--- src/rtl/ctimer_pkg.sv ---
package ctimer_pkg;

  localparam int CTRL_W = 9;

  localparam logic [2:0] ADDR_CTRL    = 3'd0;
  localparam logic [2:0] ADDR_PERIOD  = 3'd1;
  localparam logic [2:0] ADDR_RELOAD  = 3'd2;
  localparam logic [2:0] ADDR_COUNT   = 3'd3;
  localparam logic [2:0] ADDR_CAPTURE = 3'd4;

  typedef enum logic [1:0] {
    MODE_OFF    = 2'd0,
    MODE_ONCE   = 2'd1,
    MODE_CONT   = 2'd2,
    MODE_RELOAD = 2'd3
  } mode_e;

  typedef enum logic [1:0] {
    EDGE_RISE = 2'd0,
    EDGE_FALL = 2'd1,
    EDGE_ANY  = 2'd2,
    EDGE_ANYB = 2'd3
  } edge_e;

  // bit 8 .. bit 0
  typedef struct packed {
    logic  enh;
    logic  rdrst_en;
    edge_e edge_sel;
    logic  cap_en;
    logic  clk_ext;
    mode_e mode;
    logic  run;
  } ctrl_t;

  function automatic logic edge_hit(edge_e sel, logic cur, logic prev);
    case (sel)
      EDGE_RISE: return cur & ~prev;
      EDGE_FALL: return ~cur & prev;
      default:   return cur ^ prev;
    endcase
  endfunction

  function automatic logic capture_allowed(ctrl_t c);
    return c.run & c.enh & ~c.clk_ext & c.mode[1] & c.cap_en;
  endfunction

  function automatic logic read_restart_allowed(ctrl_t c);
    return c.run & c.enh & ~c.clk_ext & c.mode[1] & c.rdrst_en;
  endfunction

  function automatic logic counting(ctrl_t c);
    return c.run & (c.mode != MODE_OFF) & ~c.clk_ext;
  endfunction

endpackage

--- src/rtl/ctimer_edge.sv ---
module ctimer_edge #(
  parameter int STAGES = 2
) (
  input  logic clk_i,
  input  logic rst_ni,
  input  logic async_i,
  output logic cur_o,
  output logic prev_o
);
  logic [STAGES-1:0] sync_q;
  logic              prev_q;

  generate
    for (genvar s = 0; s < STAGES; s++) begin : g_stage
      if (s == 0) begin : g_first
        always_ff @(posedge clk_i or negedge rst_ni) begin
          if (!rst_ni) sync_q[0] <= 1'b0;
          else         sync_q[0] <= async_i;
        end
      end else begin : g_next
        always_ff @(posedge clk_i or negedge rst_ni) begin
          if (!rst_ni) sync_q[s] <= 1'b0;
          else         sync_q[s] <= sync_q[s-1];
        end
      end
    end
  endgenerate

  always_ff @(posedge clk_i or negedge rst_ni) begin
    if (!rst_ni) prev_q <= 1'b0;
    else         prev_q <= sync_q[STAGES-1];
  end

  assign cur_o  = sync_q[STAGES-1];
  assign prev_o = prev_q;
endmodule

--- src/rtl/ctimer_core.sv ---
module ctimer_core
  import ctimer_pkg::*;
#(
  parameter int W = 32
) (
  input  logic         clk_i,
  input  logic         rst_ni,
  input  ctrl_t        ctrl_i,
  input  logic [W-1:0] period_i,
  input  logic         rd_cnt_i,
  input  logic         sync_cur_i,
  input  logic         sync_prev_i,
  output logic [W-1:0] count_o,
  output logic [W-1:0] capture_o,
  output logic         pulse_o,
  output logic         cap_evt_o,
  output logic         rd_restart_o,
  output logic         wrap_o,
  output logic         load_period_o,
  output logic         oneshot_done_o
);
  logic [W-1:0] count_q, capture_q;
  logic         pulse_q;
  logic         active, restart;

  assign active       = counting(ctrl_i);
  assign cap_evt_o    = capture_allowed(ctrl_i) &
                        edge_hit(ctrl_i.edge_sel, sync_cur_i, sync_prev_i);
  assign rd_restart_o = read_restart_allowed(ctrl_i) & rd_cnt_i & ~cap_evt_o;
  assign wrap_o       = active & (count_q == period_i) & ~cap_evt_o & ~rd_restart_o;
  assign restart      = cap_evt_o | rd_restart_o;

  assign load_period_o  = (restart | wrap_o) & (ctrl_i.mode == MODE_RELOAD);
  assign oneshot_done_o = wrap_o & (ctrl_i.mode == MODE_ONCE);

  always_ff @(posedge clk_i or negedge rst_ni) begin
    if (!rst_ni) begin
      count_q   <= '0;
      capture_q <= '0;
      pulse_q   <= 1'b0;
    end else begin
      pulse_q <= cap_evt_o | wrap_o;
      if (restart) capture_q <= count_q;
      if (!ctrl_i.run || restart || wrap_o) count_q <= '0;
      else if (active)                      count_q <= count_q + 1'b1;
    end
  end

  assign count_o   = count_q;
  assign capture_o = capture_q;
  assign pulse_o   = pulse_q;
endmodule

--- src/rtl/capture_timer32.sv ---
module capture_timer32
  import ctimer_pkg::*;
#(
  parameter int WIDTH     = 32,
  parameter int SYNC_DEPTH = 2
) (
  input  logic             clk_i,
  input  logic             rst_ni,
  input  logic             wr_en_i,
  input  logic             rd_en_i,
  input  logic [2:0]       addr_i,
  input  logic [WIDTH-1:0] wdata_i,
  output logic [WIDTH-1:0] rdata_o,
  input  logic             ext_evt_i,
  output logic             irq_o,
  output logic             evt_o,
  output logic             pin_o
);
  localparam int PAD_W = WIDTH - CTRL_W;

  ctrl_t            ctrl_q;
  logic [WIDTH-1:0] period_q, reload_q, count, capture;
  logic             sync_cur, sync_prev, pulse;
  logic             cap_evt, rd_restart, wrap, load_period, oneshot_done;
  logic             rd_cnt;
  logic [1:0]       mode;

  assign rd_cnt = rd_en_i & (addr_i == ADDR_COUNT);
  assign mode   = ctrl_q.mode;

  ctimer_edge #(.STAGES(SYNC_DEPTH)) u_edge (
    .clk_i  (clk_i),
    .rst_ni (rst_ni),
    .async_i(ext_evt_i),
    .cur_o  (sync_cur),
    .prev_o (sync_prev)
  );

  ctimer_core #(.W(WIDTH)) u_core (
    .clk_i         (clk_i),
    .rst_ni        (rst_ni),
    .ctrl_i        (ctrl_q),
    .period_i      (period_q),
    .rd_cnt_i      (rd_cnt),
    .sync_cur_i    (sync_cur),
    .sync_prev_i   (sync_prev),
    .count_o       (count),
    .capture_o     (capture),
    .pulse_o       (pulse),
    .cap_evt_o     (cap_evt),
    .rd_restart_o  (rd_restart),
    .wrap_o        (wrap),
    .load_period_o (load_period),
    .oneshot_done_o(oneshot_done)
  );

  always_ff @(posedge clk_i or negedge rst_ni) begin
    if (!rst_ni) begin
      ctrl_q   <= '0;
      period_q <= '0;
      reload_q <= '0;
    end else begin
      if (wr_en_i && addr_i == ADDR_CTRL) ctrl_q <= ctrl_t'(wdata_i[CTRL_W-1:0]);
      else if (oneshot_done)              ctrl_q.mode <= MODE_OFF;
      if (load_period)                          period_q <= reload_q;
      else if (wr_en_i && addr_i == ADDR_PERIOD) period_q <= wdata_i;
      if (wr_en_i && addr_i == ADDR_RELOAD) reload_q <= wdata_i;
    end
  end

  always_comb begin
    case (addr_i)
      ADDR_CTRL:    rdata_o = {{PAD_W{1'b0}}, ctrl_q};
      ADDR_PERIOD:  rdata_o = period_q;
      ADDR_RELOAD:  rdata_o = reload_q;
      ADDR_COUNT:   rdata_o = count;
      ADDR_CAPTURE: rdata_o = capture;
      default:      rdata_o = '0;
    endcase
  end

  assign irq_o = pulse;
  assign evt_o = pulse;
  assign pin_o = pulse;
endmodule

--- config.mk ---
export PLATFORM = sky130hd
export DESIGN_NAME = capture_timer32
export DESIGN_NICKNAME = d
export VERILOG_FILES = /design/src/rtl/ctimer_pkg.sv /design/src/rtl/ctimer_edge.sv /design/src/rtl/ctimer_core.sv /design/src/rtl/capture_timer32.sv
export SDC_FILE = /design/constraint.sdc
export NUM_CORES = 1
export LEC_CHECK = 0
export BUFFER_PORTS_ARGS = -buffer_cell sky130_fd_sc_hd__buf_2
export CAP_MARGIN = 20
export CORE_ASPECT_RATIO = 1.75
export CORE_UTILIZATION = 50
export DETAILED_ROUTE_END_ITERATION = 10
export MAX_ROUTING_LAYER = met4
export PLACE_DENSITY = 0.69
export SLEW_MARGIN = 20
export SYNTH_ARGS = -nofsm -noshare
export SYNTH_HDL_FRONTEND = slang
export SYNTH_HIERARCHICAL = 1
export SYNTH_SLANG_ARGS = --single-unit
--- constraint.sdc ---
create_clock -name clk_i -period 3.4 [get_ports clk_i]
set_input_delay 0.68 -clock clk_i [delete_from_list [all_inputs] [get_ports clk_i]]
set_output_delay 0.68 -clock clk_i [all_outputs]
set_load 0.1 [all_outputs]
Word-level counts from Yosys, hierarchy flattened --
Cells that the tools add are included.
Word-level totals: logic and storage cells 71, flip-flop bits (word level) 141, output and inout bits 35
Cells by class: mux-type cells 8, eq/ne operators 8, $add $sub $neg 1, reductions and logical operators 12, bitwise logic cells 27
Operators by type and width (count):
- case mux 32 bit (5 select lines) | 1
- 2-to-1 mux 32 bit | 4
- adder 32 x 1 -> 32 bit, second input constant | 1
- == test 32 bit | 1
- bitwise AND 1 bit | 18
- nonzero test 2 bit | 4
- == test 3 x 2 -> 1 bit, second input constant | 2
- NOT 1 bit | 5
- == test 2 x 1 -> 1 bit, second input constant | 2
- 2-to-1 mux 2 bit | 2
- == test 3 x 1 -> 1 bit, second input constant | 1
- == test 3 bit, second input constant | 1
- logical AND 1 bit | 3
- zero test 3 bit | 1
- bitwise OR 1 bit | 3
- == test 2 bit, second input constant | 1
- zero test 2 bit | 1
- logical OR 1 bit | 2
- case mux 1 bit (2 select lines) | 1
- zero test 1 bit | 1
- XOR 1 bit | 1

Depth between registers and ports, before layout --
Gate-level depths: netlist of run 1.
depth after elaboration 12, gate-level depth with buffers 14, gate-level depth less buffers 8

Modules after synthesis --
Netlist of run 1, hierarchy kept.
Modules (own cells, without submodules):
- capture_timer32 | instances 1, area an instance 4120.2 µm², sequential area each 1826.8 µm², cells each 331
- ctimer_core | instances 1, area an instance 3513.4 µm², sequential area each 1626.6 µm², cells each 318
- ctimer_edge | instances 1, area an instance 75.1 µm², sequential area each 75.1 µm², cells each 3

Worst setup path after synthesis of run 1 --
No wires, ideal clock.
path type in2out, start point input port addr_i[0], end point output port rdata_o[11], stages on the path 6, required time 2.720 ns, setup slack -0.177 ns, data arrival time 2.897 ns, buffers on the path 3, cells stage by stage buf_4 > nor2b_1 > clkbuf_1 > buf_2 > a22oi_1 > o22ai_1
On the way: word-level cells in the longest chain between the ends 2, elaborated cells between the ends (all ways) 6, classes of those cells 4 x eq/ne; 1 x mux; 1 x reduce/logical
RTL lines:
- start: declaration | line capture_timer32.sv:11 | input logic [2:0] addr_i,
- == test 3 bit (tied with other cells) | line capture_timer32.sv:72 | case (addr_i)
- case mux 32 bit (5 select lines) (*) | line capture_timer32.sv:72
- end: declaration | line capture_timer32.sv:13 | output logic [WIDTH-1:0] rdata_o,
Every way passes the cells marked *; elsewhere a longest branch is shown, timed or not.

Worst setup path after layout of run 1 --
start point register u_edge.sync_q[1], in the netlist u_edge/cur_o, end point register u_core.count_q[16], in the netlist u_core/count_o[16]
On the way: word-level cells in the longest chain between the ends 10, elaborated cells between the ends (all ways) 16, classes of those cells 2 x mux; 11 x bitwise; 3 x reduce/logical
RTL lines:
- start: declaration | line ctimer_edge.sv:10 | logic [STAGES-1:0] sync_q;
- start signal: indexed assignment | line ctimer_edge.sv:23 | else sync_q[s] <= sync_q[s-1];
- NOT 1 bit | line ctimer_pkg.sv:39 | EDGE_FALL: return ~cur & prev;
- bitwise AND 1 bit | line ctimer_pkg.sv:39
- case mux 1 bit (2 select lines) (*) | line ctimer_pkg.sv:37 | case (sel)
- bitwise AND 1 bit (*) | line ctimer_core.sv:27 | assign cap_evt_o = capture_allowed(ctrl_i) &
- NOT 1 bit | line ctimer_core.sv:29, ctimer_core.sv:30
- bitwise AND 1 bit | line ctimer_core.sv:29 | assign rd_restart_o = read_restart_allowed(ctrl_i) & rd_cnt_i & ~cap_evt_o;
- bitwise OR 1 bit or NOT 1 bit (tied branches) | line ctimer_core.sv:31, ctimer_core.sv:30
- logical OR 1 bit or bitwise AND 1 bit (tied branches) | line ctimer_core.sv:44, ctimer_core.sv:30
- logical OR 1 bit (*) | line ctimer_core.sv:44 | if (!ctrl_i.run || restart || wrap_o) count_q <= '0;
- 2-to-1 mux 32 bit or nonzero test 2 bit (tied branches)
- end signal: assignment | line ctimer_core.sv:45 | else if (active) count_q <= count_q + 1'b1;
- end: declaration | line ctimer_core.sv:22 | logic [W-1:0] count_q, capture_q;
Marked as above. A chain may end at the register's enable or synchronous reset.

==> results.py, run 1 <==
metrics = {
    "clock_network": {
        "root_buffer": "clkbuf_16",
        "hold_buffers": 0,
        "ctsResizeCount": 0,
        "h-tree-depth": 4,
        "clk_pin_slew_worst_paths_ps": 60,
        "numClockSinks": 141,
        "cts_tree": "built",
        "clockBufferDepth": 2,
        "post_cts_buffers": 0,
        "cts_made_buffers": 17,
        "insertion_delay_ps": 420,
    },
    "power": {
        "p_int_mw": 3.69,
        "p_switching_mw": 1.71,
        "power_frac_comb_pct": 21.9,
        "p_leak_nw": 4.19,
        "p_clk_share_pct": 39.3,
        "switching_share_pct": 31.6,
        "peakVddDrop_v": 0.000420,
        "pwr-share-seq_pct": 38.8,
        "cellPowerDensity_nw_per_um2": 562,
    },
    "place": {
        "place.gp.congestion": 0.893,
        "dp_hpwl_um": 13600,
        "placed_area_um2": 8920,
        "portBuffers": 74,
    },
    "worst_setup_path": {
        "crit_path_max_fanout": 35,
        "arrival_ps": 3300,
        "crit_type": "register to register",
        "endpoint_kind": "register",
        "crit_path_top_delay_cell": "nand2_2",
        "path_cells": "inv_1 -> ha_1 -> mux2_1 -> o211ai_2 -> a21o_1 -> buf_4 -> nand2_2 -> nor3_1",
        "cp_data_required_time_ps": 3710,
        "cp-start-kind": "register",
        "slowest_delay_ps": 590,
    },
    "routing": {
        "num_vias": 5664,
        "drt_iter0_markers": 324,
        "drt-pass1-iter-count": 5,
        "antenna_left": 0,
        "drt_wl_total_um": 20300,
        "wl_per_cell_um": 22.3,
        "drcViolationCount": 0,
        "viasPerCell": 6.20,
    },
    "floorplan": {
        "dieWidth_um": 95.8,
        "io_pins": 75,
        "rows": 59,
        "start_util_pct": 51.3,
        "die-area_um2": 15900,
        "coreArea_um2": 15000,
        "die_h_um": 166,
    },
    "grt": {
        "grt_pass1_vias": 6099,
        "grt_usage_pct": 28.1,
        "antenna_found_initial": 0,
        "grt_pass1_wl_um": 32500,
        "grt_overflow": 0,
        "grt_max_degree": 73,
    },
    "timing": {
        "tns_ps": 0,
        "slew_viol_final": 0,
        "grt_setup_unrepaired": "no",
        "skew_ps": 9.44,
        "period_minus_slack_ps": 2980,
        "timing.slew.headroom_pct": 38.2,
        "hold_slack_ps": 273,
        "fmax_mhz": 335,
        "period_share_pct": 87.8,
        "setup_violations": 0,
        "tightest_slew_ps": 920,
        "hold_violations": 0,
    },
    "finish": {
        "areaGrowthSynthToFinish_pct": 24.9,
        "diodes": 0,
        "final_cell_mix": "141 x dfrtp_1, 92 x mux2_1, 51 x mux2_2",
        "n_fill_cell": 1148,
        "nets": 760,
        "final_area_um2": 9610,
        "layout-drive-gt1-share_pct": 32.5,
        "final_common_cell": "dfrtp_1",
    },
    "synthesis": {
        "avgSynthCellArea_um2": 11.9,
        "yosysWarnings": 6,
        "synth_area_um2": 7690,
        "synthCells": 649,
        "synth_nets": 692,
    },
    "worst_hold_path": {
        "hold_path_class": "primary input to asynchronous set/reset pin",
    },
    "outcome": {
        "outcome": "finished clean",
    },
    "run": {
        "drv_cap": 0,
    },
}
worst max-delay path, delay by kind of cell, from the launching register on:
| family | cells | cell delay (ps) |
|---|---|---|
| compound gates | 2 | 460 |
| fa+ha+maj | 1 | 180 |
| buf+inv | 2 | 550 |
| flops | 1 | 370 |
| mux | 1 | 310 |
| simple gates | 2 | 990 |
final timing paths:
check / startpoint / endpoint / slack [ps] / cells past startpoint
setup / recovery: u_edge/cur_o / u_core/count_o[16] / 420 / 8
hold reg to reg: u_edge/sync_q[0] / u_edge/cur_o / 370 / 0
hold / removal: rst_ni / reload_q[2] / 270 / 1
setup reg to reg: u_edge/cur_o / u_core/count_o[16] / 420 / 8
max in group asynchronous: rst_ni / u_core/count_o[27] / 2340 / 2
min in group clk_i: ext_evt_i / u_edge/sync_q[0] / 360 / 1
layout make-up:
type / instances / area [um2] / area share [%]
inverter: 5 / 18.8 / 0.195
clock buffer: 18 / 439 / 4.57
multi-input combinational: 451 / 4060 / 42.2
timing repair buffer: 101 / 1110 / 11.5
clock inverter: 14 / 230 / 2.40
tap: 183 / 229 / 2.38
sequential: 141 / 3530 / 36.7
layer usage:
layer / up-vias / track usage [%] / wire [um]
li1: 2537 / - / -
met1: 2892 / 31.7 / 7720
met2: 183 / 46.4 / 10900
met3: 52 / 5.59 / 922
met4: 0 / 14.0 / 797
met5: - / - / 0
per-stage QoR:
step	worst slack, ps	power (mW)	instances	util (%)
after global placement	503	3.26	880	59.5
after detailed placement	416	3.30	880	59.5
after global routing	288	5.59	913	64.1
after floorplan	119	2.85	649	-
after CTS	432	5.42	912	64.0
final	416	5.40	913	64.1
flip-flops by register name, indices dropped and copies added (netlist names):
signal	count
u_edge/prev_o	1
u_core/capture_o	32
reload_q	32
u_edge/sync_q	1
u_core/count_o	32
period_q	32
ctrl_q	7
u_core/pulse_o	1
mode	2
u_edge/cur_o	1
power by group through the flow:
stage,Clock [mW],Sequential (mW),Combinational (mW)
after floorplan,0,2.06,0.787
after global placement,0,2.11,1.15
after detailed placement,0,2.13,1.18
after CTS,2.14,2.10,1.18
after global routing,2.22,2.13,1.25
final,2.12,2.10,1.18
No activity file was read; power rests on OpenSTA's default activity.
==> run 2: changes to the inputs <==
Settings changed: ABC_AREA set to 1.
==> results.py, run 2 <==
metrics = {
    "outcome": {
        "outcome": "finished clean",
    },
    "floorplan": {
        "coreArea_um2": 16000,
        "rows": 61,
        "die_h_um": 172,
        "start_util_pct": 51.4,
        "die-area_um2": 17000,
        "dieWidth_um": 99.1,
        "io_pins": 75,
    },
    "clock_network": {
        "hold_buffers": 0,
        "cts_tree": "built",
        "insertion_delay_ps": 430,
        "cts_made_buffers": 17,
        "clk_pin_slew_worst_paths_ps": 70,
        "ctsResizeCount": 0,
        "numClockSinks": 141,
        "h-tree-depth": 4,
        "root_buffer": "clkbuf_16",
        "post_cts_buffers": 0,
        "clockBufferDepth": 2,
    },
    "grt": {
        "antenna_found_initial": 0,
        "grt_overflow": 0,
        "grt_usage_pct": 33.9,
        "grt_pass1_wl_um": 42100,
        "grt_max_degree": 65,
        "grt_pass1_vias": 7743,
    },
    "power": {
        "switching_share_pct": 35.2,
        "p_int_mw": 3.48,
        "p_switching_mw": 1.89,
        "peakVddDrop_v": 0.000316,
        "pwr-share-seq_pct": 41.1,
        "power_frac_comb_pct": 23.2,
        "p_clk_share_pct": 35.8,
        "p_leak_nw": 4.66,
        "cellPowerDensity_nw_per_um2": 549,
    },
    "finish": {
        "layout-drive-gt1-share_pct": 12.9,
        "fin_util_pct": 61.1,
        "areaGrowthSynthToFinish_pct": 18.8,
        "diodes": 0,
        "nets": 1235,
        "n_fill_cell": 1484,
        "final_area_um2": 9790,
        "final_cell_mix": "358 x nand2_1, 146 x nand3_1, 141 x dfrtp_1",
        "layout.cells.non_filler": 1394,
        "final_common_cell": "nand2_1",
    },
    "routing": {
        "num_vias": 8034,
        "antenna_left": 0,
        "drt-pass1-iter-count": 5,
        "wl_per_cell_um": 19.0,
        "drt_iter0_markers": 578,
        "drt_wl_total_um": 26500,
        "viasPerCell": 5.76,
        "drcViolationCount": 0,
    },
    "timing": {
        "tightest_slew_ps": 776,
        "slew_viol_final": 0,
        "hold_violations": 0,
        "fmax_mhz": 349,
        "hold_slack_ps": 241,
        "setup_violations": 0,
        "timing.slew.headroom_pct": 48.3,
        "skew_ps": 12.5,
        "grt_setup_unrepaired": "no",
        "period_share_pct": 84.4,
        "tns_ps": 0,
        "period_minus_slack_ps": 2870,
    },
    "worst_setup_path": {
        "r2r_start": "u_core/count_o[21]",
        "worstRegToRegCells": 11,
        "crit_type": "primary input to output pin",
        "arrival_ps": 2190,
        "crit_path_max_fanout": 23,
        "cp_data_required_time_ps": 2720,
        "endpoint_kind": "output pin",
        "r2r-end": "period_q[27]",
        "cp-start-kind": "primary input",
        "ff2ff_setup_slack_ps": 840,
    },
    "synthesis": {
        "avgSynthCellArea_um2": 7.19,
        "synth_area_um2": 8240,
        "yosysWarnings": 6,
        "synth_nets": 1189,
        "synthCells": 1146,
    },
    "place": {
        "place.gp.congestion": 0.980,
        "portBuffers": 74,
        "placed_area_um2": 9190,
        "place_inst": 1362,
        "dp_hpwl_um": 19000,
    },
    "worst_hold_path": {
        "hold_path_class": "primary input to asynchronous set/reset pin",
    },
    "run": {
        "drv_cap": 0,
    },
}
run 2: power groups by stage:
stage | Sequential (mW) | Clock [mW] | Combinational (mW)
final | 2.21 | 1.92 | 1.24
after detailed placement | 2.23 | 0 | 1.24
after floorplan | 2.11 | 0 | 0.886
after global placement | 2.22 | 0 | 1.22
after global routing | 2.23 | 2.01 | 1.35
after CTS | 2.20 | 1.94 | 1.25
run 2: layout make-up:
cell class	instances	area, um2	area share [%]
sequential	141	3530	36.0
timing repair buffer	92	1040	10.6
multi-input combinational	834	3990	40.7
clock buffer	19	443	4.52
tap	189	236	2.42
clock inverter	13	155	1.58
inverter	106	400	4.09
run 2: worst max-delay path by stage:
stage | from | end | slack, ps | cells past startpoint
global placement | addr_i[1] | rdata_o[25] | 560 | 7
finish | addr_i[1] | rdata_o[10] | 530 | 7
floorplan | addr_i[2] | rdata_o[9] | 430 | 7
CTS | addr_i[1] | rdata_o[25] | 540 | 7
detailed placement | addr_i[1] | rdata_o[10] | 550 | 7
global route | addr_i[1] | rdata_o[10] | 430 | 7
run 2: per-stage QoR:
| step | power (mW) | setup slack (ps) |
|---|---|---|
| 2_1_floorplan | 3.00 | 428 |
| 3_3_place_gp | 3.45 | 559 |
| 3_5_place_dp | 3.46 | 548 |
| 4_1_cts | 5.38 | 542 |
| 5_1_grt | 5.59 | 426 |
| 6_report | 5.37 | 532 |
run 2: worst max-delay path, cell delays in order:
cell and delay (ps):
buf_2 180, inv_4 150, nand3_1 220, inv_2 450, nand2_1 110, nand4_1 180, buf_12 200
run 2: routing by layer:
metal	vias up	GRT usage (%)	share of wire, %
li1	3794	-	-
met1	3725	34.8	36
met2	390	60.8	53
met3	125	4.35	4.8
met4	0	21.4	7.0
met5	-	-	0
==> run 3: changes to the inputs <==
Settings changed: PLACE_DENSITY 0.69 to 0.72.
Clock period 3.4 ns to 2.4 ns, I/O delays scaled along.
==> results.py, run 3 (synthesis results as in run 2) <==
metrics = {
    "clock_network": {
        "cts_made_buffers": 17,
        "root_buffer": "clkbuf_16",
        "clockBufferDepth": 2,
        "numClockSinks": 141,
        "insertion_delay_ps": 430,
        "cts_tree": "built",
        "clk_pin_slew_worst_paths_ps": 60,
        "h-tree-depth": 4,
    },
    "timing": {
        "slew_viol_final": 0,
        "setup_violations": 0,
        "tightest_slew_ps": 692,
        "fmax_mhz": 436,
        "skew_ps": 17.3,
        "grt_setup_unrepaired": "no",
        "timing.slew.headroom_pct": 53.9,
        "period_minus_slack_ps": 2290,
        "period_share_pct": 95.5,
        "hold_violations": 0,
    },
    "worst_setup_path": {
        "r2r-end": "period_q[8]",
        "worstRegToRegCells": 14,
        "endpoint_kind": "output pin",
        "cp-start-kind": "primary input",
        "cp_data_required_time_ps": 1920,
        "arrival_ps": 1810,
        "crit_type": "primary input to output pin",
        "r2r_start": "u_core/count_o[18]",
        "crit_path_max_fanout": 19,
        "ff2ff_setup_slack_ps": 120,
    },
    "floorplan": {
        "coreArea_um2": 16000,
        "die-area_um2": 17000,
        "start_util_pct": 51.4,
        "dieWidth_um": 99.1,
        "die_h_um": 172,
        "rows": 61,
        "io_pins": 75,
    },
    "grt": {
        "antenna_found_initial": 0,
        "grt_usage_pct": 36.8,
        "grt_overflow": 0,
        "grt_pass1_vias": 8250,
        "grt_max_degree": 65,
        "grt_pass1_wl_um": 45100,
    },
    "place": {
        "place_inst": 1415,
        "portBuffers": 74,
        "place.gp.congestion": 0.988,
        "dp_hpwl_um": 21000,
    },
    "finish": {
        "diodes": 0,
        "areaGrowthSynthToFinish_pct": 25.4,
        "layout.cells.non_filler": 1450,
        "nets": 1291,
        "final_common_cell": "nand2_1",
        "layout-drive-gt1-share_pct": 17.2,
        "final_cell_mix": "356 x nand2_1, 145 x nand3_1, 141 x dfrtp_1",
    },
    "routing": {
        "viasPerCell": 5.87,
        "drcViolationCount": 0,
        "wl_per_cell_um": 20.2,
        "antenna_left": 0,
        "num_vias": 8511,
        "drt_wl_total_um": 29300,
        "drt-pass1-iter-count": 6,
        "drt_iter0_markers": 736,
    },
    "power": {
        "power_mw": 7.70,
        "p_leak_nw": 4.97,
        "cellPowerDensity_nw_per_um2": 745,
        "peakVddDrop_v": 0.000476,
    },
    "worst_hold_path": {
        "min_from": "ext_evt_i",
        "hold_path_class": "primary input to register",
        "holdPathStages": 1,
        "hold_path_end": "u_edge/sync_q[0]",
    },
    "outcome": {
        "outcome": "finished clean",
    },
    "run": {
        "drv_cap": 0,
    },
}
==> run 3: changes by cell type in the layout (fill, tap and decap cells not counted), moves of 2 or more <==
cell        change
buf_4          +46
nand2_2         +2
inv_8           +3
buf_12          +8
clkinv_4        -3
clkinvlp_4      +2
nand2_1         -2
==> run 3: worst max path at each step <==
stage | depth (start not counted) | slack (ps) | to | startpoint
after floorplan | 16 | -20 | period_q[9] | addr_i[1]
after global placement | 13 | 160 | period_q[5] | addr_i[1]
after detailed placement | 13 | 120 | period_q[5] | addr_i[1]
after CTS | 8 | 160 | rdata_o[24] | addr_i[0]
after global routing | 14 | 2 | period_q[8] | u_core/count_o[24]
final | 7 | 110 | rdata_o[15] | addr_i[0]
==> run 3: metrics by stage <==
stage / setup TNS, ps / setup slack (ps) / util, % / hold slack, ps / area, um2
detailed placement: 0 / 123 / 60.6 / 345 / 9710
CTS: 0 / 159 / 64.2 / 165 / 10300
floorplan: -541 / -15.0 / - / 184 / 8340
finish: 0 / 107 / 64.5 / 171 / 10300
global placement: 0 / 156 / 60.6 / 360 / 9710
global route: 0 / 2.41 / 64.5 / 160 / 10300
==> run 3: power by group <==
group          leakage, nW  internal [mW]  switching (mW)
clock                0.274           1.47            1.18
sequential            1.76           2.73           0.394
combinational         2.94          0.707            1.22
==> run 3: repair_timing <==
item,CTS,global route
setup endpoints to repair,0,5
buffers inserted,0,1
hold buffers,1,0
hold endpoints to repair,4,0
resized for setup,0,2
==> run 3: layer usage <==
layer	routed length [um]	track usage [%]
met1	9990	37.4
met2	14800	63.6
met3	1670	4.92
met4	2810	29.4
met5	0	-
==> run 3: area by class of cell <==
cell class,count,area [um2]
inverters,106,404
multi-input cells,834,4010
well taps,189,236
clock inverters,14,148
repair buffers,148,1580
fillers,1416,5690
flip-flops and latches,141,3530
clock buffers,18,429
==> run 3: critical path, cell delays in order <==
cell	delay (ps)
buf_2	190
buf_4	170
clkinv_2	80
buf_12	160
nand3_1	240
nand4_1	240
buf_12	240
